$ cat config.mk
export PLATFORM = sky130hd
export DESIGN_NAME = netreg_port
export DESIGN_NICKNAME = d
export VERILOG_FILES = /design/src/rtl/netreg_pkg.sv /design/src/rtl/nrp_fifo.sv /design/src/rtl/nrp_seqtrack.sv /design/src/rtl/netreg_port.sv
export SDC_FILE = /design/constraint.sdc
export NUM_CORES = 1
export LEC_CHECK = 0
export BUFFER_PORTS_ARGS = -buffer_cell sky130_fd_sc_hd__buf_2
export CORE_MARGIN = 2
export CORE_UTILIZATION = 60
export DETAILED_ROUTE_END_ITERATION = 6
export GPL_ROUTABILITY_DRIVEN = 0
export GPL_TIMING_DRIVEN = 1
export PLACE_DENSITY = 0.92
export SYNTH_ARGS = -nofsm -noshare
export SYNTH_HDL_FRONTEND = slang
export SYNTH_SLANG_ARGS = --single-unit
$ cat constraint.sdc
create_clock -name clk -period 9.7 [get_ports clk]
set_input_delay 1.455 -clock clk [delete_from_list [all_inputs] [get_ports clk]]
set_output_delay 1.455 -clock clk [all_outputs]
set_load 0.1 [all_outputs]
$ cat src/rtl/netreg_pkg.sv
package netreg_pkg;
  localparam int unsigned NP_NETS   = 4;
  localparam int unsigned NP_WIDTH  = 32;
  localparam int unsigned NP_DEPTH  = 4;
  localparam int unsigned NP_TAG_W  = 3;
  localparam int unsigned NP_STAGES = 3;
  localparam int unsigned NP_IDX_W  = 5;
  localparam int unsigned NP_BASE   = 24;
endpackage

$ cat src/rtl/nrp_fifo.sv
module nrp_fifo #(
  parameter int unsigned W     = 32,
  parameter int unsigned DEPTH = 4,
  localparam int unsigned AW   = (DEPTH > 1) ? $clog2(DEPTH) : 1,
  localparam int unsigned CW   = $clog2(DEPTH + 1)
) (
  input  logic          clk,
  input  logic          rst_n,
  input  logic          push,
  input  logic [W-1:0]  push_data,
  input  logic          pop,
  output logic [W-1:0]  head,
  output logic          full,
  output logic          empty,
  output logic [CW-1:0] count
);
  logic [W-1:0]  mem [DEPTH];
  logic [AW-1:0] wr_q, rd_q;
  logic [CW-1:0] cnt_q, cnt_nxt;
  logic          full_q, empty_q, do_push, do_pop;

  assign do_push = push && !full_q;
  assign do_pop  = pop && !empty_q;
  assign cnt_nxt = cnt_q + CW'(do_push) - CW'(do_pop);

  always_ff @(posedge clk or negedge rst_n) begin
    if (!rst_n) begin
      wr_q    <= '0;
      rd_q    <= '0;
      cnt_q   <= '0;
      full_q  <= 1'b0;
      empty_q <= 1'b1;
    end else begin
      if (do_push) wr_q <= (wr_q == AW'(DEPTH - 1)) ? '0 : wr_q + AW'(1);
      if (do_pop)  rd_q <= (rd_q == AW'(DEPTH - 1)) ? '0 : rd_q + AW'(1);
      cnt_q   <= cnt_nxt;
      full_q  <= (cnt_nxt == CW'(DEPTH));
      empty_q <= (cnt_nxt == '0);
    end
  end

  always_ff @(posedge clk) begin
    if (do_push) mem[wr_q] <= push_data;
  end

  assign head  = mem[rd_q];
  assign full  = full_q;
  assign empty = empty_q;
  assign count = cnt_q;
endmodule

$ cat src/rtl/nrp_seqtrack.sv
module nrp_seqtrack #(
  parameter int unsigned NETS   = 4,
  parameter int unsigned W      = 32,
  parameter int unsigned TAG_W  = 3,
  parameter int unsigned STAGES = 3,
  parameter int unsigned DEPTH  = 4,
  localparam int unsigned SLOTS = 1 << TAG_W,
  localparam int unsigned CW    = $clog2(DEPTH + 1)
) (
  input  logic                  clk,
  input  logic                  rst_n,
  input  logic                  alloc,
  input  logic [NETS-1:0]       alloc_mask,
  output logic [TAG_W-1:0]      alloc_tag,
  output logic                  table_full,
  input  logic [STAGES-1:0]     res_valid,
  input  logic [STAGES*TAG_W-1:0] res_tag,
  input  logic [STAGES*W-1:0]   res_data,
  output logic                  ret_valid,
  output logic [NETS-1:0]       ret_mask,
  output logic [W-1:0]          ret_data,
  output logic [NETS*CW-1:0]    resv_f
);
  logic [NETS-1:0]  mask_tab [SLOTS];
  logic [TAG_W-1:0] tail_q, head_q;
  logic [TAG_W:0]   live_q;
  logic [CW-1:0]    resv_q [NETS];

  // only the oldest outstanding tag can retire; the first stage showing it wins
  always_comb begin
    ret_valid = 1'b0;
    ret_data  = '0;
    for (int s = 0; s < STAGES; s++) begin
      if (!ret_valid && res_valid[s] && live_q != '0 &&
          res_tag[s*TAG_W +: TAG_W] == head_q) begin
        ret_valid = 1'b1;
        ret_data  = res_data[s*W +: W];
      end
    end
  end

  assign ret_mask   = mask_tab[head_q];
  assign alloc_tag  = tail_q;
  assign table_full = (live_q == (TAG_W+1)'(SLOTS));

  always_ff @(posedge clk or negedge rst_n) begin
    if (!rst_n) begin
      tail_q <= '0;
      head_q <= '0;
      live_q <= '0;
      for (int i = 0; i < SLOTS; i++) mask_tab[i] <= '0;
      for (int n = 0; n < NETS; n++) resv_q[n] <= '0;
    end else begin
      if (alloc) begin
        mask_tab[tail_q] <= alloc_mask;
        tail_q <= tail_q + TAG_W'(1);
      end
      if (ret_valid) head_q <= head_q + TAG_W'(1);
      live_q <= live_q + (TAG_W+1)'(alloc) - (TAG_W+1)'(ret_valid);
      for (int n = 0; n < NETS; n++)
        resv_q[n] <= resv_q[n] + CW'(alloc && alloc_mask[n])
                               - CW'(ret_valid && ret_mask[n]);
    end
  end

  generate
    for (genvar n = 0; n < NETS; n++) begin : g_resv
      assign resv_f[n*CW +: CW] = resv_q[n];
    end
  endgenerate
endmodule

$ cat src/rtl/netreg_port.sv
module netreg_port
  import netreg_pkg::*;
#(
  parameter int unsigned NETS   = NP_NETS,
  parameter int unsigned W      = NP_WIDTH,
  parameter int unsigned DEPTH  = NP_DEPTH,
  parameter int unsigned TAG_W  = NP_TAG_W,
  parameter int unsigned STAGES = NP_STAGES,
  parameter int unsigned IDX_W  = NP_IDX_W,
  parameter int unsigned BASE   = NP_BASE
) (
  input  logic                    clk,
  input  logic                    rst_n,
  input  logic                    rf_valid,
  input  logic [IDX_W-1:0]        rf_src_a,
  input  logic [IDX_W-1:0]        rf_src_b,
  input  logic [IDX_W-1:0]        rf_dst,
  input  logic                    rf_dst_en,
  input  logic                    rf_copy0,
  output logic                    rf_stall,
  output logic [W-1:0]            rf_opnd_a,
  output logic [W-1:0]            rf_opnd_b,
  output logic                    rf_hit_a,
  output logic                    rf_hit_b,
  output logic [TAG_W-1:0]        rf_tag,
  input  logic [STAGES-1:0]       res_valid,
  input  logic [STAGES*TAG_W-1:0] res_tag,
  input  logic [STAGES*W-1:0]     res_data,
  input  logic [NETS-1:0]         net_in_valid,
  output logic [NETS-1:0]         net_in_ready,
  input  logic [NETS*W-1:0]       net_in_data,
  output logic [NETS-1:0]         net_out_valid,
  input  logic [NETS-1:0]         net_out_ready,
  output logic [NETS*W-1:0]       net_out_data
);
  localparam int unsigned CW = $clog2(DEPTH + 1);

  logic [NETS-1:0]   sel_a, sel_b, sel_d, dst_mask, need_src, over;
  logic [NETS-1:0]   in_full, in_empty, out_full, out_empty, pop_in, push_out;
  logic [NETS*W-1:0] in_head;
  logic [NETS*CW-1:0] in_cnt_f, out_cnt_f, resv_f;
  logic              tbl_full, fire, ret_valid;
  logic [NETS-1:0]   ret_mask;
  logic [W-1:0]      ret_data;

  generate
    for (genvar n = 0; n < NETS; n++) begin : g_net
      localparam logic [IDX_W-1:0] IDXN = IDX_W'(BASE + n);
      assign sel_a[n] = (rf_src_a == IDXN);
      assign sel_b[n] = (rf_src_b == IDXN);
      assign sel_d[n] = rf_dst_en && (rf_dst == IDXN);
      assign over[n]  = dst_mask[n] &&
          ((CW+1)'(out_cnt_f[n*CW +: CW]) + (CW+1)'(resv_f[n*CW +: CW]) >= (CW+1)'(DEPTH));

      nrp_fifo #(.W(W), .DEPTH(DEPTH)) u_rx (
        .clk(clk), .rst_n(rst_n),
        .push(net_in_valid[n]), .push_data(net_in_data[n*W +: W]),
        .pop(pop_in[n]), .head(in_head[n*W +: W]),
        .full(in_full[n]), .empty(in_empty[n]), .count(in_cnt_f[n*CW +: CW])
      );

      nrp_fifo #(.W(W), .DEPTH(DEPTH)) u_tx (
        .clk(clk), .rst_n(rst_n),
        .push(push_out[n]), .push_data(ret_data),
        .pop(net_out_ready[n]), .head(net_out_data[n*W +: W]),
        .full(out_full[n]), .empty(out_empty[n]), .count(out_cnt_f[n*CW +: CW])
      );
    end
  endgenerate

  always_comb begin
    dst_mask    = sel_d;
    dst_mask[0] = sel_d[0] | rf_copy0;
    need_src    = sel_a | sel_b;
    rf_opnd_a   = '0;
    rf_opnd_b   = '0;
    for (int n = 0; n < NETS; n++) begin
      if (sel_a[n]) rf_opnd_a = rf_opnd_a | in_head[n*W +: W];
      if (sel_b[n]) rf_opnd_b = rf_opnd_b | in_head[n*W +: W];
    end
  end

  assign rf_stall = rf_valid && ((|(need_src & in_empty)) || (|over) ||
                                 ((|dst_mask) && tbl_full));
  assign fire     = rf_valid && !rf_stall;
  assign pop_in   = need_src & {NETS{fire}};
  assign rf_hit_a = |sel_a;
  assign rf_hit_b = |sel_b;
  assign push_out = ret_mask & {NETS{ret_valid}};
  assign net_in_ready  = ~in_full;
  assign net_out_valid = ~out_empty;

  nrp_seqtrack #(.NETS(NETS), .W(W), .TAG_W(TAG_W), .STAGES(STAGES), .DEPTH(DEPTH)) u_trk (
    .clk(clk), .rst_n(rst_n),
    .alloc(fire && (|dst_mask)), .alloc_mask(dst_mask),
    .alloc_tag(rf_tag), .table_full(tbl_full),
    .res_valid(res_valid), .res_tag(res_tag), .res_data(res_data),
    .ret_valid(ret_valid), .ret_mask(ret_mask), .ret_data(ret_data),
    .resv_f(resv_f)
  );
endmodule

# Yosys cells after proc, flatten, opt, wreduce, memory -nomap -nowiden
# Memory sizes are Yosys's and may differ from the RTL's.
# Index checks and enable logic that the tools add are counted.
# totals
reg_bits	126
mem_bits_rw	1024
inputBits	264
output_inout_bits	206
elab_cells	305
n_memories	8
# mem_list
memory	depth	word_bits	read_ports	rd_clocked_by_memory_dff	wr	line	source
g_net[0].u_rx.mem	4	32	1	0	1	nrp_fifo.sv:17	logic [W-1:0] mem [DEPTH];
g_net[0].u_tx.mem	4	32	1	0	1	nrp_fifo.sv:17	
g_net[1].u_rx.mem	4	32	1	0	1	nrp_fifo.sv:17	
g_net[1].u_tx.mem	4	32	1	0	1	nrp_fifo.sv:17	
g_net[2].u_rx.mem	4	32	1	0	1	nrp_fifo.sv:17	
g_net[2].u_tx.mem	4	32	1	0	1	nrp_fifo.sv:17	
+2 memories	-	-	-	-	-	-	
# classes
n_addsub	48
magnitude_cmp	7
eq_ne	40
muxes	52
n_bitwise	15
reduce_logical	80
# op_table
cell	count
32-bit 2-to-1 mux	11
32-bit OR	6
5-bit == test (second input constant)	12
1-bit logical AND	45
3-bit by 1-bit adder with 3-bit output	12
3-bit by 1-bit subtractor with 3-bit output	12
2-bit by 1-bit adder with 2-bit output (second input constant)	16
32-bit bitwise mux	1
2-bit == test (second input constant)	16
2-bit 2-to-1 mux	16
3-bit == test (second input constant)	8
3-bit logical NOT	8
4-bit OR reduction	5
1-bit logical NOT	19
1-bit 2-to-1 mux	19
3-bit by 3-bit adder with 4-bit output	4
4-bit by 3-bit >= comparator with 1-bit output (second input constant)	4
4-bit bitwise AND	3
4-bit binary-select mux with 3-bit select	1
4-bit demux with 3-bit select	1
4-bit 2-to-1 mux	3
3-bit == test	3
4-bit >= comparator (second input constant)	2
3-bit NOT with 4-bit output	2
other kinds (10)	13

# Depth between registers and ports, before layout
# Gate-level depths: netlist of run 1.
# logic_depth
word_depth	19
ltp_mapped	15
mapped_depth_nobuf	15

# Modules after synthesis
# A second synthesis of run 1 with hierarchy kept.
# unflattened
hier_cells	2297
area_unflattened_um2	46699.8
# modules_own_cells
mod	instances	cells_per_inst	area_each_um2	seq_area_each_um2
nrp_fifo	8	206	5152.4	4070.2
nrp_seqtrack	1	360	3662.3	1351.3
netreg_port	1	289	1818.0	0.0

# Worst setup path after synthesis of run 1
# Ideal clock, no wire load.
# synth_timing
kind	input port to output port
start	input port rf_dst[1]
end	output port rf_stall
arrival_ns	3.055
t_required_ns	8.245
slack_ns	5.190
path_stages	5
n_path_buf	0
path_cell_list	nor4bb_1 -> a31o_2 -> a22oi_1 -> nand3_1 -> o21a_1
# synth_between
elab_chain_len	8
elab_cells_between_ends	19
classes_between	eq/ne (4); bitwise (1); reduce/logical (14)
# synth_rtl
element	line	source
from (decl)	netreg_port.sv:17	input logic [IDX_W-1:0] rf_dst,
5-bit == test	netreg_port.sv:51	assign sel_d[n] = rf_dst_en && (rf_dst == IDXN);
1-bit logical AND	netreg_port.sv:51	
1-bit OR	netreg_port.sv:73	dst_mask[0] = sel_d[0] | rf_copy0;
1-bit logical AND	netreg_port.sv:52	assign over[n] = dst_mask[n] &&
4-bit OR reduction	netreg_port.sv:83	assign rf_stall = rf_valid && ((|(need_src & in_empty)) || (|over) ||
1-bit logical OR	netreg_port.sv:83	
1-bit logical OR *	netreg_port.sv:83	
1-bit logical AND *	netreg_port.sv:83	
to (decl)	netreg_port.sv:20	output logic rf_stall,
# Every way passes the cells marked *; elsewhere a longest branch is shown, timed or not.

# Final worst setup path of run 1
# layout_timing
start	input port rf_src_b[2]
end	output port rf_stall
# layout_between
elab_chain_len	7
elab_cells_between_ends	10
classes_between	eq/ne (4); bitwise (2); reduce/logical (4)
# layout_rtl
element	line	source
from (decl)	netreg_port.sv:16	input logic [IDX_W-1:0] rf_src_b,
5-bit == test	netreg_port.sv:50	assign sel_b[n] = (rf_src_b == IDXN);
4-bit OR *	netreg_port.sv:74	need_src = sel_a | sel_b;
4-bit bitwise AND *	netreg_port.sv:83	
4-bit OR reduction *	netreg_port.sv:83	
1-bit logical OR * (2 in series)	netreg_port.sv:83	
1-bit logical AND *	netreg_port.sv:83	
# Marks and branches as above.

==> flow_summary_export.csv, run 1 <==
group,metric,value,unit
synthesis,yosys_register_bits,1150,
timing,fin_ws,4.327,ns
synthesis,synth.most_common_cell,"edfxtp_1",
clock_tree,post_cts_buffers,0,
synthesis,muxShareOfSynthArea,14.47,%
synthesis,synth_xor_area_share,0.7467,%
clock_tree,clk_path_buf_depth,3,
cells_and_area,area_growth,16.55,%
synthesis,synth_edf_count,1024,
setup_path,cp.arrival,3.92,ns
cells_and_area,drive_gt1_share,36.35,%
detailed_routing,num_vias,27543,
floorplan,start_util,60.43,%
clock_tree,clk_pin_slew,0.05,ns
synthesis,yosysWarningCount,0,
setup_path,crit_slowest_cell,"o22ai_1",
clock_tree,htreeDepth,3,
synthesis,synthTopCellsByCount,"edfxtp_1, mux4_2, a22oi_1",
setup_path,worstPathCellList,"buf_2 > nand4bb_1 > o22ai_1 > a22oi_1 > nand3_1 > o21a_1 > buf_2",
timing,rsz0062_at_grt,"false",
status,status,"finished, violations left",
grt,grt_max_degree,74,
power_and_ir_drop,ir_worst_vdd,0.2201,mV
cells_and_area,fin_nets,3193,
status,failed_checks,"DRC",
synthesis,yosysUniqueCellTypes,48,
setup_path,rrSetupSlack,4.83,ns
floorplan,pin_count,470,
setup_path,reg2reg_to,"g_net[1].u_rx.full",
synthesis,synth_top_family_by_area,"multiplexers",
clock_tree,cts_hold_buf,0,
setup_path,endpoint_kind,"output port",
setup_path,crit_top_cell,"buf_2",
timing,hold_violations,0,
grt,grt-ovfl-total,0,
detailed_routing,wl_per_cell,34.99,um
synthesis,syn_nets,2640,
detailed_routing,antenna_left,0,
floorplan,die-area,78460,um2
setup_path,criticalPathCategory,"input port to output port",
detailed_routing,dr.pass1.iters,7,
floorplan,rows,101,
min_path,min_delay_path_depth,1,
timing,period_share,55.39,%
detailed_routing,avgViaCountPerCell,6.978,
floorplan,die_w,280.1,um
synthesis,seq_area_frac_synth,74.14,%
setup_path,crit_required,8.25,ns
floorplan,core_area,75700,um2
synthesis,synth.largest_area_cell,"edfxtp_1",
synthesis,synth_area_leaders,"edfxtp_1, mux4_2, dfrtp_1",
grt,antenna_found_initial,50,
synthesis,synth_compound_area_share,3.435,%
setup_path,timing.rr.start,"u_trk.resv_f[5]",
place,place_inst,3704,
setup_path,worstPathMaxFanout,4,
cells_and_area,final_cells,3947,
place,place_ws,4.643,ns
grt,grt_pass1_wl,193500,um
timing,fmax,186.1,MHz
timing,finalSetupViolCount,0,
synthesis,ys.flop_type,"edfxtp_1",
clock_tree,clk_latency,0.73,ns
clock_tree,cts.sinks,1150,
clock_tree,cts_resized,0,
grt,grt_pass1_vias,27836,
timing,setup_tns,0,ns
synthesis,synthCells,2283,
grt,grt_usage,34.76,%
clock_tree,cts-root-buf,"clkbuf_16",
setup_path,cp-start-kind,"input port",
setup_path,worst-path-buf-inv,2,
setup_path,ff2ff_path_depth,13,
synthesis,synth-adder-area-share,2.757,%
synthesis,syn_avg_cell_area,20.04,um2
clock_tree,cts_tree,"done",
timing,period_minus_slack,5.373,ns
detailed_routing,route.detailed.drc,10,
place,port_buffers,469,
timing,max_slew.worst_pin.slew,1.484,ns
synthesis,synth_top_area_share,67.22,%
min_path,hp-class,"flip-flop to flip-flop",
job,drv_cap,0,
min_path,hold_start,"u_trk.mask_tab[22]",
detailed_routing,drt_first_iter_violations,4577,
cells_and_area,n_fill_cell,3972,
synthesis,synth-simple-area-share,2.752,%
timing,slew-limit-headroom,1.083,%
synthesis,synthesis.area,45740,um2
synthesis,ys_async_sr_fraction,10.96,%
detailed_routing,routed_wl,138100,um
setup_path,max_stage_delay,0.73,ns
power_and_ir_drop,power_density,334.5,nW/um2
place,dpl.hpwl,76560,um
clock_tree,cts_buffers,108,
timing,fin_worst_skew,0.1057,ns
setup_path,crit_family,"compound AO/OA/AOI/OAI gates",
min_path,whs_endpoint,"u_trk.mask_tab[22]",
timing,slew_viol_final,0,
power_and_ir_drop,leakagePower,19.25,nW
setup_path,cp-startpoint,"rf_src_b[2]",
floorplan,dieHeight,280.1,um
cell type report:
class                   count  area (um2)  share of cell area [%]
repair buffers            557        3014                   5.653
flip-flops and latches   1150       33920                   63.63
diodes                     39       97.59                  0.1831
clock buffers             153        2967                   5.564
inverters                  91       341.6                  0.6407
clock inverters            51       653.1                   1.225
multi-input cells         928       11090                   20.81
well taps                 978        1224                   2.295
report_power, final:
group / leakage (nW) / switching, mW / internal [mW]
Combinational: 6.55 / 5.01 / 1.80
Sequential: 11.0 / 0.393 / 6.27
Clock: 1.75 / 1.92 / 2.44
Total: 19.3 / 7.32 / 10.5
layout by cell type, fill, tap and decap left out, drive strengths merged, types with 6 or more instances in the layout:
cell type,count
xnor2,26
nor2b,10
dfrtp,118
edfxtp,1024
clkbuf,153
buf,557
dfstp,8
ha,80
o22ai,7
xor2,13
or4,6
mux2,55
diode,39
and2,32
fa,13
mux4,264
inv,94
nor3,20
nand2,112
clkinv,35
bufinv,11
a22oi,162
nor3b,11
nor2,34
o21ai,41
per-stage QoR:
step	instance area [um2]	power, mW	util [%]	hold slack [ns]
floorplan	45740	11.60	-	0.4739
global placement	49600	12.86	65.52	0.4807
detailed placement	49600	13.21	65.52	0.4937
CTS	53220	17.67	70.30	0.5059
global route	53270	18.22	70.37	0.5195
finish	53310	17.83	70.43	0.5047
flip-flops by register name, indices dropped and copies added, names as in the netlist:
signal            count
g_net.u_rx.count     12
u_trk.head_q          3
u_trk.resv_f         12
g_net.u_rx.empty      4
g_net.u_tx.rd_q       8
u_trk.alloc_tag       3
g_net.u_tx.empty      4
g_net.u_rx.wr_q       8
g_net.u_tx.wr_q       8
g_net.u_rx.full       4
g_net.u_rx.rd_q       8
g_net.u_tx.count     12
g_net.u_tx.mem      512
u_trk.mask_tab       32
g_net.u_tx.full       4
u_trk.live_q          4
g_net.u_rx.mem      512
layer usage:
layer / vias up / share of wire (%) / GRT usage (%)
met5: - / 0.18 / 0
met2: 2878 / 49 / 56.75
met1: 13473 / 29 / 39.65
li1: 10386 / - / -
met4: 36 / 8.9 / 23.17
met3: 770 / 13 / 10.90
how the worst max path moves through the flow:
stage,end,slack [ns],depth (start not counted)
final,rf_stall,4.33,7
after global routing,rf_stall,4.41,7
after CTS,rf_stall,4.61,7
after detailed placement,rf_stall,4.64,7
after global placement,rf_stall,4.75,7
after floorplan,rf_stall,5.19,5
cell families after synthesis:
kind of cell	after synthesis
compound gates	221
buf+inv	205
fa+ha+maj	93
simple gates	252
flops	1150
mux	323
xor+xnor	39
No activity file was read; power rests on OpenSTA's default activity.
==> inputs of run 2 (changes only) <==
CORE_UTILIZATION = 53   (was 60)
PLACE_DENSITY = 0.87   (was 0.92)
clock period = 4.5 ns   (was 9.7 ns; I/O delays follow)
==> run 2 against run 1 <==
Net effect: the run now ends clean; clock power increased by 120%; critical endpoint is now g_net[1].u_rx.full; combinational power increased by 100%; worst hold slack got worse by 0.49 ns; non-clock buffer count increased by 13; sequential power increased by 120%.
==> flow_summary_export.csv, run 2 (synthesis results as in run 1) <==
group,metric,value,unit
floorplan,dieHeight,297.8,um
cells_and_area,top_regs,"g_net.u_rx.mem (512), g_net.u_tx.mem (512), u_trk.mask_tab (32)",
floorplan,rows,107,
timing,fmax,231.1,MHz
cells_and_area,final_util,62.86,%
detailed_routing,wl_per_cell,30.97,um
power_and_ir_drop,seqPwrFrac,38.5,%
cells_and_area,final_common_cell,"edfxtp_1",
floorplan,pin_count,470,
setup_path,rrSetupSlack,0.17,ns
clock_tree,cts_buffers,111,
clock_tree,cts_hold_buf,0,
power_and_ir_drop,switching_share,40.13,%
clock_tree,cts.sinks,1150,
setup_path,endpoint_kind,"flip-flop",
setup_path,worstPathCellList,"ha_1 > or3_1 > o2111a_1 > a2111oi_4 > nand3_1 > or4b_2 > inv_1 > ha_1 > inv_1 > ha_1 > fa_1 > xnor2_1 > nor3b_1",
floorplan,start_util,53.56,%
job,drv_cap,0,
detailed_routing,dr.pass1.iters,6,
cells_and_area,fin_nets,3209,
floorplan,core_area,85410,um2
power_and_ir_drop,combPwrFrac,36.7,%
cells_and_area,final_cells,4119,
timing,hold_violations,0,
setup_path,criticalPathCategory,"flip-flop to flip-flop",
clock_tree,clk_latency,0.73,ns
clock_tree,post_cts_buffers,0,
grt,grt-ovfl-total,0,
clock_tree,cts_resized,0,
setup_path,crit_slowest_cell,"or4b_2",
place,place_ws,0.08461,ns
timing,slew_viol_final,0,
setup_path,cp.arrival,4.96,ns
setup_path,max_stage_delay,0.71,ns
power_and_ir_drop,fin_total_pwr,38.05,mW
power_and_ir_drop,switchingPower,15.27,mW
cells_and_area,final_cell_mix,"edfxtp_1, buf_2, mux4_2, a22oi_1, nand2_1",
clock_tree,clk_path_buf_depth,3,
timing,period_minus_slack,4.328,ns
clock_tree,cts_tree,"done",
timing,fin_ws,0.1723,ns
setup_path,cp-start-kind,"flip-flop",
grt,grt_max_degree,91,
detailed_routing,avgViaCountPerCell,6.417,
cells_and_area,drive_gt1_share,36.89,%
detailed_routing,routed-wl-met3,14430,um
detailed_routing,antenna_left,0,
power_and_ir_drop,ir_worst_vdd,0.8988,mV
setup_path,ff2ff_path_depth,13,
detailed_routing,num_vias,26433,
cells_and_area,n_fill_cell,5416,
detailed_routing,route.met2.wl,64210,um
setup_path,crit_top_cell,"ha_1",
grt,grt_pass1_wl,185500,um
status,status,"finished, final reports clean",
clock_tree,clk_pin_slew,0.06,ns
setup_path,crit_required,5.14,ns
place,place_inst,3883,
floorplan,die_w,297.8,um
grt,grt_usage,28.74,%
detailed_routing,routed_wl,127600,um
grt,grt_pass1_vias,27631,
detailed_routing,drt_first_iter_violations,3342,
clock_tree,cts-root-buf,"clkbuf_16",
floorplan,die-area,88680,um2
cells_and_area,final_cell_area,53690,um2
place,port_buffers,469,
cells_and_area,area_growth,17.38,%
timing,fin_worst_skew,0.05293,ns
place,dpl.hpwl,76660,um
detailed_routing,wl_met1,39450,um
setup_path,timing.rr.start,"u_trk.resv_f[5]",
grt,antenna_found_initial,41,
clock_tree,htreeDepth,3,
setup_path,reg2reg_to,"g_net[1].u_rx.full",
timing,slew-limit-headroom,13.79,%
place,placed_cell_area,49920,um2
detailed_routing,route.detailed.drc,0,
detailed_routing,dr.max_layer_used,"met5",
min_path,hp-class,"input port to asynchronous set/reset pin",
timing,period_share,96.17,%
power_and_ir_drop,p_int,22.78,mW
timing,finalSetupViolCount,0,
power_and_ir_drop,power_density,708.7,nW/um2
setup_path,worst-path-buf-inv,2,
setup_path,worst-path-stages,13,
setup_path,crit_family,"simple AND/OR/NAND/NOR gates",
power_and_ir_drop,p_clk_share,24.8,%
timing,max_slew.worst_pin.slew,1.284,ns
power_and_ir_drop,leakagePower,19.36,nW
setup_path,worstPathMaxFanout,3,
==> run 2: changes by cell type in the layout (fill, tap and decap cells not counted), moves of 2 or more <==
cell / before / now
clkinvlp_4: 2 / 4
clkbuf_1: 36 / 24
buf_4: 88 / 100
clkbuf_16: 109 / 111
inv_16: 1 / 3
clkinv_1: 15 / 20
inv_6: 1 / 3
diode_2: 39 / 31
==> run 2: per-layer routing <==
metal / track usage (%) / up-vias
li1: - / 10413
met1: 33.14 / 13242
met2: 48.36 / 2176
met3: 7.351 / 566
met4: 17.84 / 36
met5: 0 / -
==> run 2: power by group through the flow <==
stage,logic [mW],registers [mW],clock network [mW]
final,13.9,14.7,9.43
after global routing,14.4,14.8,9.90
after CTS,13.9,14.7,9.51
after detailed placement,13.6,14.8,0
after global placement,13.2,14.7,0
after floorplan,10.8,14.2,0
==> run 2: worst max path at each step <==
| stage | startpoint | endpoint | slack, ns |
|---|---|---|---|
| after CTS | u_trk.resv_f[5] | g_net[1].u_rx.full | 0.05 |
| final | u_trk.resv_f[5] | g_net[1].u_rx.full | 0.17 |
| after detailed placement | u_trk.resv_f[5] | g_net[1].u_rx.full | 0.08 |
| after global placement | u_trk.resv_f[5] | g_net[1].u_rx.full | 0.26 |
| after global routing | u_trk.resv_f[5] | g_net[1].u_rx.full | -0.01 |
| after floorplan | u_trk.resv_f[5] | g_net[3].u_rx.full | 0.67 |
==> run 2: worst reg2reg max path: stages (launching register included) <==
cell,delay (ns)
dfrtp_1,0.40
ha_1,0.30
or3_1,0.39
o2111a_1,0.27
a2111oi_4,0.49
nand3_1,0.26
or4b_2,0.71
inv_1,0.10
ha_1,0.16
inv_1,0.06
ha_1,0.20
fa_1,0.43
xnor2_1,0.27
nor3b_1,0.25
==> run 2: final cells by class <==
| type | instances | area [um2] | area share [%] |
|---|---|---|---|
| sequential | 1150 | 33920 | 63.18 |
| clock buffer | 143 | 2978 | 5.546 |
| antenna | 31 | 77.57 | 0.1445 |
| clock inverter | 62 | 723.2 | 1.347 |
| multi-input combinational | 928 | 11090 | 20.66 |
| tap | 1144 | 1431 | 2.666 |
| inverter | 91 | 341.6 | 0.6362 |
| timing repair buffer | 570 | 3124 | 5.819 |
==> run 2: stage by stage <==
stage / TNS, ns / hold slack, ns
floorplan: 0 / 0.3794
global placement: 0 / 0.4847
detailed placement: 0 / 0.4929
CTS: 0 / 0.02392
global route: -0.01434 / 0.06938
finish: 0 / 0.01763
